[src/rtl/fxu_pkg.sv]
package fxu_pkg;
  typedef enum logic [3:0] {
    OP_ADD  = 4'd0,  OP_SUB  = 4'd1,  OP_ADDL = 4'd2,  OP_SUBL = 4'd3,
    OP_CMP  = 4'd4,  OP_CMPL = 4'd5,  OP_LTST = 4'd6,  OP_LCMP = 4'd7,
    OP_LPOS = 4'd8,  OP_LNEG = 4'd9,  OP_AND  = 4'd10, OP_OR   = 4'd11,
    OP_XOR  = 4'd12, OP_TSEL = 4'd13
  } opCode_e;

  typedef enum logic [2:0] {
    CC_ARITH, CC_CARRY, CC_CMPS, CC_CMPU, CC_BOOL, CC_TSEL
  } ccClass_e;

  typedef enum logic [1:0] { SRC_SUM, SRC_LOAD, SRC_LOGIC } resSrc_e;
  typedef enum logic [1:0] { LD_TEST, LD_COMP, LD_POS, LD_NEG } loadKind_e;
  typedef enum logic [1:0] { LG_AND, LG_OR, LG_XOR } logicFn_e;

  typedef struct packed {
    logic      writeRes;
    logic      writeCc;
    logic      subtract;
    logic      trapable;
    resSrc_e   resSrc;
    loadKind_e loadKind;
    logicFn_e  logicFn;
    ccClass_e  ccClass;
  } ctrlStrobe_t;
endpackage

[src/rtl/fxu_control.sv]
module fxu_control
  import fxu_pkg::*;
(
  input  logic        opValid,
  input  logic [3:0]  opCode,
  output ctrlStrobe_t ctrl
);
  always_comb begin
    ctrl = '{writeRes: 1'b0, writeCc: 1'b0, subtract: 1'b0, trapable: 1'b0,
             resSrc: SRC_SUM, loadKind: LD_TEST, logicFn: LG_AND, ccClass: CC_ARITH};
    if (opValid) begin
      case (opCode)
        OP_ADD:  begin ctrl.writeRes = 1'b1; ctrl.writeCc = 1'b1; ctrl.trapable = 1'b1; end
        OP_SUB:  begin ctrl.writeRes = 1'b1; ctrl.writeCc = 1'b1; ctrl.trapable = 1'b1;
                       ctrl.subtract = 1'b1; end
        OP_ADDL: begin ctrl.writeRes = 1'b1; ctrl.writeCc = 1'b1; ctrl.ccClass = CC_CARRY; end
        OP_SUBL: begin ctrl.writeRes = 1'b1; ctrl.writeCc = 1'b1; ctrl.ccClass = CC_CARRY;
                       ctrl.subtract = 1'b1; end
        OP_CMP:  begin ctrl.writeCc = 1'b1; ctrl.subtract = 1'b1; ctrl.ccClass = CC_CMPS; end
        OP_CMPL: begin ctrl.writeCc = 1'b1; ctrl.subtract = 1'b1; ctrl.ccClass = CC_CMPU; end
        OP_LTST, OP_LCMP, OP_LPOS, OP_LNEG: begin
          ctrl.writeRes = 1'b1;
          ctrl.writeCc  = 1'b1;
          ctrl.resSrc   = SRC_LOAD;
          ctrl.loadKind = loadKind_e'(opCode[1:0] - 2'd2);
          ctrl.trapable = (opCode == OP_LCMP) || (opCode == OP_LPOS);
        end
        OP_AND, OP_OR, OP_XOR: begin
          ctrl.writeRes = 1'b1;
          ctrl.writeCc  = 1'b1;
          ctrl.resSrc   = SRC_LOGIC;
          ctrl.ccClass  = CC_BOOL;
          ctrl.logicFn  = logicFn_e'(opCode[1:0] - 2'd2);
        end
        OP_TSEL: begin ctrl.writeCc = 1'b1; ctrl.ccClass = CC_TSEL; end
        default: ;
      endcase
    end
  end
endmodule

[src/rtl/fxu_datapath.sv]
module fxu_datapath
  import fxu_pkg::*;
#(
  parameter int WIDTH    = 32,
  parameter int SEL_BITS = 8
) (
  input  logic             clk,
  input  logic             rstN,
  input  ctrlStrobe_t      ctrl,
  input  logic [WIDTH-1:0] opA,
  input  logic [WIDTH-1:0] opB,
  input  logic             progMaskEn,
  output logic [WIDTH-1:0] resReg,
  output logic [1:0]       ccReg,
  output logic             irqReg
);
  localparam int MSB = WIDTH - 1;
  localparam logic [WIDTH-1:0] MOST_NEG = {1'b1, {(WIDTH-1){1'b0}}};

  logic [WIDTH-1:0] addend, negB, loadVal, logicVal, resNext, sumLow;
  logic [WIDTH:0]   sum;
  logic             arithOvf, loadOvf, ovf, sumZero;
  logic [SEL_BITS-1:0] selBits, selMask;
  logic [1:0]       ccNext;

  // shared adder: subtract forms A + ~B + 1
  always_comb begin
    addend   = ctrl.subtract ? ~opB : opB;
    sum      = {1'b0, opA} + {1'b0, addend} + {{WIDTH{1'b0}}, ctrl.subtract};
    sumLow   = sum[MSB:0];
    sumZero  = (sumLow == '0);
    arithOvf = (opA[MSB] == addend[MSB]) && (sumLow[MSB] != opA[MSB]);
  end

  always_comb begin
    negB    = '0 - opB;
    loadOvf = 1'b0;
    case (ctrl.loadKind)
      LD_TEST: loadVal = opB;
      LD_COMP: begin loadVal = negB; loadOvf = (opB == MOST_NEG); end
      LD_POS:  begin loadVal = opB[MSB] ? negB : opB; loadOvf = (opB == MOST_NEG); end
      default: loadVal = (opB[MSB] || opB == '0) ? opB : negB;
    endcase
  end

  always_comb begin
    case (ctrl.logicFn)
      LG_AND:  logicVal = opA & opB;
      LG_OR:   logicVal = opA | opB;
      default: logicVal = opA ^ opB;
    endcase
  end

  always_comb begin
    case (ctrl.resSrc)
      SRC_LOAD:  begin resNext = loadVal;  ovf = loadOvf;  end
      SRC_LOGIC: begin resNext = logicVal; ovf = 1'b0;     end
      default:   begin resNext = sumLow;   ovf = arithOvf; end
    endcase
  end

  always_comb begin
    selMask = opB[SEL_BITS-1:0];
    selBits = opA[SEL_BITS-1:0] & selMask;
    case (ctrl.ccClass)
      CC_ARITH: ccNext = ovf ? 2'd3 : (resNext == '0) ? 2'd0 : resNext[MSB] ? 2'd1 : 2'd2;
      CC_CARRY: ccNext = {sum[WIDTH], !sumZero};
      CC_CMPS:  ccNext = sumZero ? 2'd0 : (sumLow[MSB] ^ arithOvf) ? 2'd1 : 2'd2;
      CC_CMPU:  ccNext = sumZero ? 2'd0 : !sum[WIDTH] ? 2'd1 : 2'd2;
      CC_BOOL:  ccNext = {1'b0, resNext != '0};
      default:  ccNext = (selBits == '0) ? 2'd0 : (selBits == selMask) ? 2'd3 : 2'd1;
    endcase
  end

  always_ff @(posedge clk) begin
    if (!rstN) begin
      resReg <= '0;
      ccReg  <= 2'd0;
      irqReg <= 1'b0;
    end else begin
      if (ctrl.writeRes) resReg <= resNext;
      if (ctrl.writeCc)  ccReg  <= ccNext;
      irqReg <= ctrl.trapable && ovf && progMaskEn;
    end
  end

  AST_TRAP_CC3: assert property (@(posedge clk) disable iff (!rstN)
    irqReg |-> ccReg == 2'd3);
  AST_TRAP_GATED: assert property (@(posedge clk) disable iff (!rstN)
    irqReg |-> $past(progMaskEn));
  AST_BOOL_CC: assert property (@(posedge clk) disable iff (!rstN)
    (ctrl.writeCc && ctrl.ccClass == CC_BOOL) |=> !ccReg[1]);
  AST_CMP_NO_CC3: assert property (@(posedge clk) disable iff (!rstN)
    (ctrl.writeCc && (ctrl.ccClass == CC_CMPS || ctrl.ccClass == CC_CMPU)) |=> ccReg != 2'd3);
endmodule

[src/rtl/fxu_branch.sv]
module fxu_branch #(
  parameter int CC_BITS = 2
) (
  input  logic [(1<<CC_BITS)-1:0] brMask,
  input  logic [CC_BITS-1:0]      cc,
  output logic                    taken
);
  localparam int TOP_BIT = (1 << CC_BITS) - 1;
  logic [CC_BITS-1:0] bitIdx;

  always_comb begin
    bitIdx = CC_BITS'(TOP_BIT) - cc;
    taken  = brMask[bitIdx];
  end

  always_comb begin
    if (&brMask) AST_MASK_ALL: assert (taken);
    if (brMask == '0) AST_MASK_NONE: assert (!taken);
  end
endmodule

[src/rtl/fxu_top.sv]
module fxu_top
  import fxu_pkg::*;
#(
  parameter int WIDTH    = 32,
  parameter int SEL_BITS = 8
) (
  input  logic             clk,
  input  logic             rstN,
  input  logic             opValid,
  input  logic [3:0]       opCode,
  input  logic [WIDTH-1:0] opA,
  input  logic [WIDTH-1:0] opB,
  input  logic             progMaskEn,
  input  logic [3:0]       brMask,
  output logic [WIDTH-1:0] result,
  output logic [1:0]       ccOut,
  output logic             ovfIrq,
  output logic             brTaken
);
  ctrlStrobe_t ctrl;

  fxu_control uCtrl (.opValid(opValid), .opCode(opCode), .ctrl(ctrl));

  fxu_datapath #(.WIDTH(WIDTH), .SEL_BITS(SEL_BITS)) uData (
    .clk(clk), .rstN(rstN), .ctrl(ctrl), .opA(opA), .opB(opB),
    .progMaskEn(progMaskEn), .resReg(result), .ccReg(ccOut), .irqReg(ovfIrq));

  fxu_branch #(.CC_BITS(2)) uBr (.brMask(brMask), .cc(ccOut), .taken(brTaken));

  AST_IDLE_HOLDS: assert property (@(posedge clk) disable iff (!rstN)
    (!opValid || opCode >= 4'd14) |=> ($stable(ccOut) && $stable(result)));
  AST_CMP_KEEPS_RESULT: assert property (@(posedge clk) disable iff (!rstN)
    (opValid && (opCode == 4'd4 || opCode == 4'd5)) |=> $stable(result));
  AST_TSEL_KEEPS_RESULT: assert property (@(posedge clk) disable iff (!rstN)
    (opValid && opCode == 4'd13) |=> $stable(result));
  AST_IRQ_PULSE: assert property (@(posedge clk) disable iff (!rstN)
    ovfIrq |-> $past(opValid));
endmodule

[config.mk]
export PLATFORM = sky130hd
export DESIGN_NAME = fxu_top
export DESIGN_NICKNAME = d
export VERILOG_FILES = /design/src/rtl/fxu_pkg.sv /design/src/rtl/fxu_control.sv /design/src/rtl/fxu_datapath.sv /design/src/rtl/fxu_branch.sv /design/src/rtl/fxu_top.sv
export SDC_FILE = /design/constraint.sdc
export NUM_CORES = 1
export LEC_CHECK = 0
export ABC_AREA = 1
export CORE_MARGIN = 3
export CORE_UTILIZATION = 50
export DETAILED_ROUTE_END_ITERATION = 10
export PLACE_DENSITY = 0.86
export REMOVE_ABC_BUFFERS = 1
export SETUP_SLACK_MARGIN = 0.05
export SYNTH_ARGS = -nofsm -noshare
export SYNTH_HDL_FRONTEND = slang
export SYNTH_SLANG_ARGS = --single-unit
[constraint.sdc]
create_clock -name clk -period 10.28 [get_ports clk]
set_input_delay 2.056 -clock clk [delete_from_list [all_inputs] [get_ports clk]]
set_output_delay 2.056 -clock clk [all_outputs]
set_load 0.01 [all_outputs]
# == Word-level counts from Yosys, hierarchy flattened ==
# Cells that the tools add are included.
# totals
out_inout_bits,36
reg_bits,35
# op_classes
magnitude_cmp,1
mux,29
eq_ne,26
reduce_logical,23
addsub,5
bitwise,6
# op_table
operator,count
32-bit one-hot mux with 2 select lines,2
32-bit zero test,3
32-bit two-way mux,3
32-bit one-hot mux with 3 select lines,1
32-bit by 32-bit adder with 33-bit output,1
33-bit by 1-bit adder with 33-bit output,1
32-bit AND,1
"32-bit equality test, second input constant",1
32-bit NOT,1
32-bit OR,1
32-bit nonzero test,1
"1-bit by 32-bit subtractor with 32-bit output, first input constant",1
32-bit XOR,1
"4-bit equality test, second input constant",6
2-bit two-way mux,11
"4-bit by 3-bit equality test with 1-bit output, second input constant",4
3-bit one-hot mux with 5 select lines,1
14-bit OR reduction,1
13-bit two-way mux,1
11-bit OR reduction,1
2-bit one-hot mux with 5 select lines,1
8-bit AND,1
"4-bit by 2-bit equality test with 1-bit output, second input constant",2
8-bit equality test,1
26 further kinds,42

# == Depth between registers and ports, before layout ==
# depth
word_depth,13
depth_mapped,30

# == Modules after synthesis ==
# From an unflattened synthesis, not the netlist that was laid out.
# hier_totals
hier_cells,1633
hier_area_um2,8888.5
# by_module_without_submodules
module,area_each_um2,cells_each,n_inst
fxu_datapath,8632.0,1575,1
fxu_control,205.2,45,1
fxu_branch,51.3,13,1

# == Worst setup path after synthesis ==
# OpenSTA, ideal clock, no wires.
# synth_timing
path_type,input to register
start,in opValid
end,reg uData.ccReg[1]
setup_slack_ps,4968
path_buffers,2
arrival_time_ps,5203
stages,29
t_required_ps,10171
cell_sequence,buf_4 > inv_1 > nor2_1 > nand2_1 > nand2_1 > buf_1 > xor2_1 > ha_1 > nand2_1 > o21ai_0 > nand2_1 > nand2_1 > nand2_1 > nand2_1 > nand2_1 > nand3_1 > nand2_1 > o21ai_0 > nand2_1 > inv_1 > nand2_1 > nor2_1 > nand3_1 > nand2_1 > nand2_1 > nand2_1 > nand3_1 > nand2_1 > inv_1
# synth_via
elab_chain_cells,10
# synth_rtl
item,line_no,rtl
from (decl),fxu_top.sv:9,"input logic opValid,"
13-bit two-way mux *,fxu_control.sv:11,if (opValid) begin
branches (longest 9 deep; another with 32-bit by 32-bit adder with 33-bit output),n/a,
to (signal assigned),fxu_datapath.sv:82,if (ctrl.writeCc) ccReg <= ccNext;
to (decl),fxu_datapath.sv:14,"output logic [1:0] ccReg,"
# Every way passes the cells marked *.
# A chain may end at the register's enable or synchronous reset.

# == Worst setup path in the final report ==
# layout_timing
start,in opCode[1]
end,reg uData.ccReg[1]
# layout_via
elab_chain_cells,13
# layout_rtl
item,line_no,rtl
from (decl),fxu_top.sv:10,"input logic [3:0] opCode,"
4-bit by 3-bit equality test with 1-bit output (tied with other cells),fxu_control.sv:12,case (opCode)
4-bit OR reduction (no line),n/a,
1-bit two-way mux,fxu_control.sv:12,
13-bit two-way mux *,fxu_control.sv:11,
branches (longest 9 deep; another with 32-bit by 32-bit adder with 33-bit output),n/a,
# Marked as above.

==> flow_summary.toml <==
[outcome]
status = "complete, no violations"

[yosys]
netlist_instances = 1416
yosysTopAreaCell = "ha_1"
synthArstFlopShare = 0
synth_fa_ha_area_frac = 0.173
ys_warn_count = 0
synthFlopType = "dfxtp_1"
ys_types = 52
synth_top_area_frac = 0.170
ys_seq_area_frac = 0.0859
yosys_register_bits = 35
synth_top_family_by_area = "simple AND/OR/NAND/NOR gates"
synth_area_per_cell_sq_um = 5.76
ys_top_cells_by_area = "ha_1 17%, nand2_1 16%, dfxtp_1 8.6%, nor2_1 8.3%, inv_1 7.7%"
synth_compound_area_frac = 0.210
syn_area_sq_mm = 0.00815
synthXorXnorAreaFrac = 0.0559
synthMuxAreaShare = 0
yosys.area_share.simple = 0.368
synth-edff-count = 0

[critical_path]
crit_fanout = 23
critPathArrivalTime_ns = 6.91
crit_family = "simple AND/OR/NAND/NOR gates"
start_kind = "input port"
critical-path-slowest-cell = "ha_1"
worstSetupPathType = "input port to flip-flop"
r2r_start = "uData.resReg[23]$_SDFFE_PN0P_"
critPathRequiredTime_ns = 10.46
path_buf_inv = 5
r2r_cells = 2
end_kind = "flip-flop"
crit_top_cell = "nand2_1"
reg2reg_to = "uData.resReg[23]$_SDFFE_PN0P_"
slowest_delay_ns = 0.79
ff2ff_setup_slack_ns = 9.48

[placed_design]
hpwl_um = 26700
pre_cts_ws_ns = 3.43
io_buffers = 111
finalWeightedCongestion = 1.04

[routing]
drc = 0
via_per_inst = 5.94
wl_per_cell_um = 19.2
num_vias = 10200
drtIter0Drc = 1148
drtPass1Iterations = 6
drt_wl_total_um = 32900
antenna_left = 0

[global_routing]
met1_usage = 0.479
grt_overflow = 0
grtUsageTotal = 0.356
grt_max_degree = 39
busiest_layer = "met2"
gr-usage-met2 = 0.562
grt_pass1_wl_um = 50600
grt_util_met3 = 0.0846
antenna_found_initial = 1
grt_pass1_vias = 9384

[cts]
cts_tree = "yes"
h-tree-depth = 2
cts-buffers-inserted = 5
clock_sinks = 35
clk_latency_ns = 0.28
post_cts_buffers = 0
cts_root_buf = "clkbuf_16"
ctsHoldBuffers = 0
cts_resized = 0
cts_max_path_buffers = 2
path_clk_slew_ns = 0.05

[power_and_ir_drop]
p_total_uw = 874
p_per_area_mw_per_mm2 = 91.9
ir_drop_v = 0.0000586
p_leak_uw = 0.00459

[timing]
period_needed_ns = 6.73
finalSetupViolations = 0
layout_setup_ws_ns = 3.55
tns_ns = 0
skew_ns = 0
min_period_over_period = 0.654
finalHoldViolations = 0
worst_slew_pin_slew_ns = 1.07
max_freq_mhz = 149
relSlewSlack = 0.287
rsz0062_at_grt = "no"
slew_viol_final = 0

[hold_path]
hold_path_end = "uData.resReg[26]$_SDFFE_PN0P_"
worstHoldPathType = "flip-flop to flip-flop"
min_path_cells = 2
min_from = "uData.resReg[26]$_SDFFE_PN0P_"

[floorplanning]
initial_core_util = 0.511
rows = 46
die_h_um = 134
die-area_sq_mm = 0.0179
pin_count = 112
coreArea_sq_mm = 0.0159
die_w_um = 134

[cells_and_area]
area_growth_pct = 16.6
final_cell_mix = "341 x nand2_1, 180 x nor2_1, 167 x inv_1, 118 x a21oi_1"
drive_gt1_frac = 0.0375
final_common_cell = "nand2_1"
layout.nets = 1681
antenna_cells = 0

[flow_run]
max_cap_violations = 0
worst min-delay path, stage by stage (launching register included):
cell	delay [ns]
dfxtp_1	0.32
o21ai_0	0.08
nor2_1	0.09
registers in the layout, summed over array words and instances (netlist names):
signal and cells:
uData.resReg 32, uData.ccReg 2, uData.irqReg 1
metrics by stage:
stage	utilization	hold slack (ns)	std cells	cell area [sq um]
finish	0.596	0.534	1709	9510
global placement	0.587	0.515	1702	9370
floorplan	-	0.555	1368	7930
detailed placement	0.587	0.520	1702	9370
CTS	0.596	0.537	1709	9510
global route	0.596	0.570	1709	9510
worst max-delay path by stage:
stage / startpoint / to / slack, ns / cells past startpoint
after floorplan: opCode[2] / uData.ccReg[1]$_SDFFE_PN0P_ / 4.51 / 27
after global placement: opCode[1] / uData.ccReg[1]$_SDFFE_PN0P_ / 3.52 / 26
after detailed placement: opCode[1] / uData.ccReg[1]$_SDFFE_PN0P_ / 3.43 / 26
after CTS: opCode[1] / uData.ccReg[1]$_SDFFE_PN0P_ / 3.69 / 26
after global routing: opCode[1] / uData.ccReg[1]$_SDFFE_PN0P_ / 3.00 / 26
final: opCode[1] / uData.ccReg[1]$_SDFFE_PN0P_ / 3.55 / 28
metal layers:
metal	vias to the layer above	part of all wire
li1	4844	-
met1	4622	0.42
met2	606	0.43
met3	81	0.11
met4	2	0.034
met5	-	0.00040
logic make-up (layout without fill, tap and decap cells):
group | count (synthesis) | after routing
compound gates | 292 | 292
fa+ha+maj | 112 | 112
simple gates | 705 | 705
xor+xnor | 52 | 52
flops | 35 | 35
buf+inv | 220 | 297
area by class of cell:
class | count | area, sq um
clock buffers | 6 | 139
fillers | 1634 | 6430
flip-flops and latches | 35 | 701
repair buffers | 118 | 1160
multi-input cells | 1161 | 6590
well taps | 216 | 270
clock inverters | 1 | 5.00
inverters | 172 | 646
where the power goes:
part           internal, uW  switching (uW)
sequential              151            7.94
clock                  94.7            60.8
combinational           194             366
total                   439             435
Yosys cell counts (9+ instances only):
library cell / instances
nand3_1: 110
nand4_1: 18
nor2_1: 180
o211ai_1: 9
dfxtp_1: 35
xnor2_1: 14
o221a_2: 10
nor2_2: 9
xor2_1: 38
clkbuf_1: 29
nor3_1: 19
o21ai_0: 97
ha_1: 111
a21oi_1: 118
nand2_1: 341
inv_1: 167
Note: power is estimated with default switching activity, not from simulation.
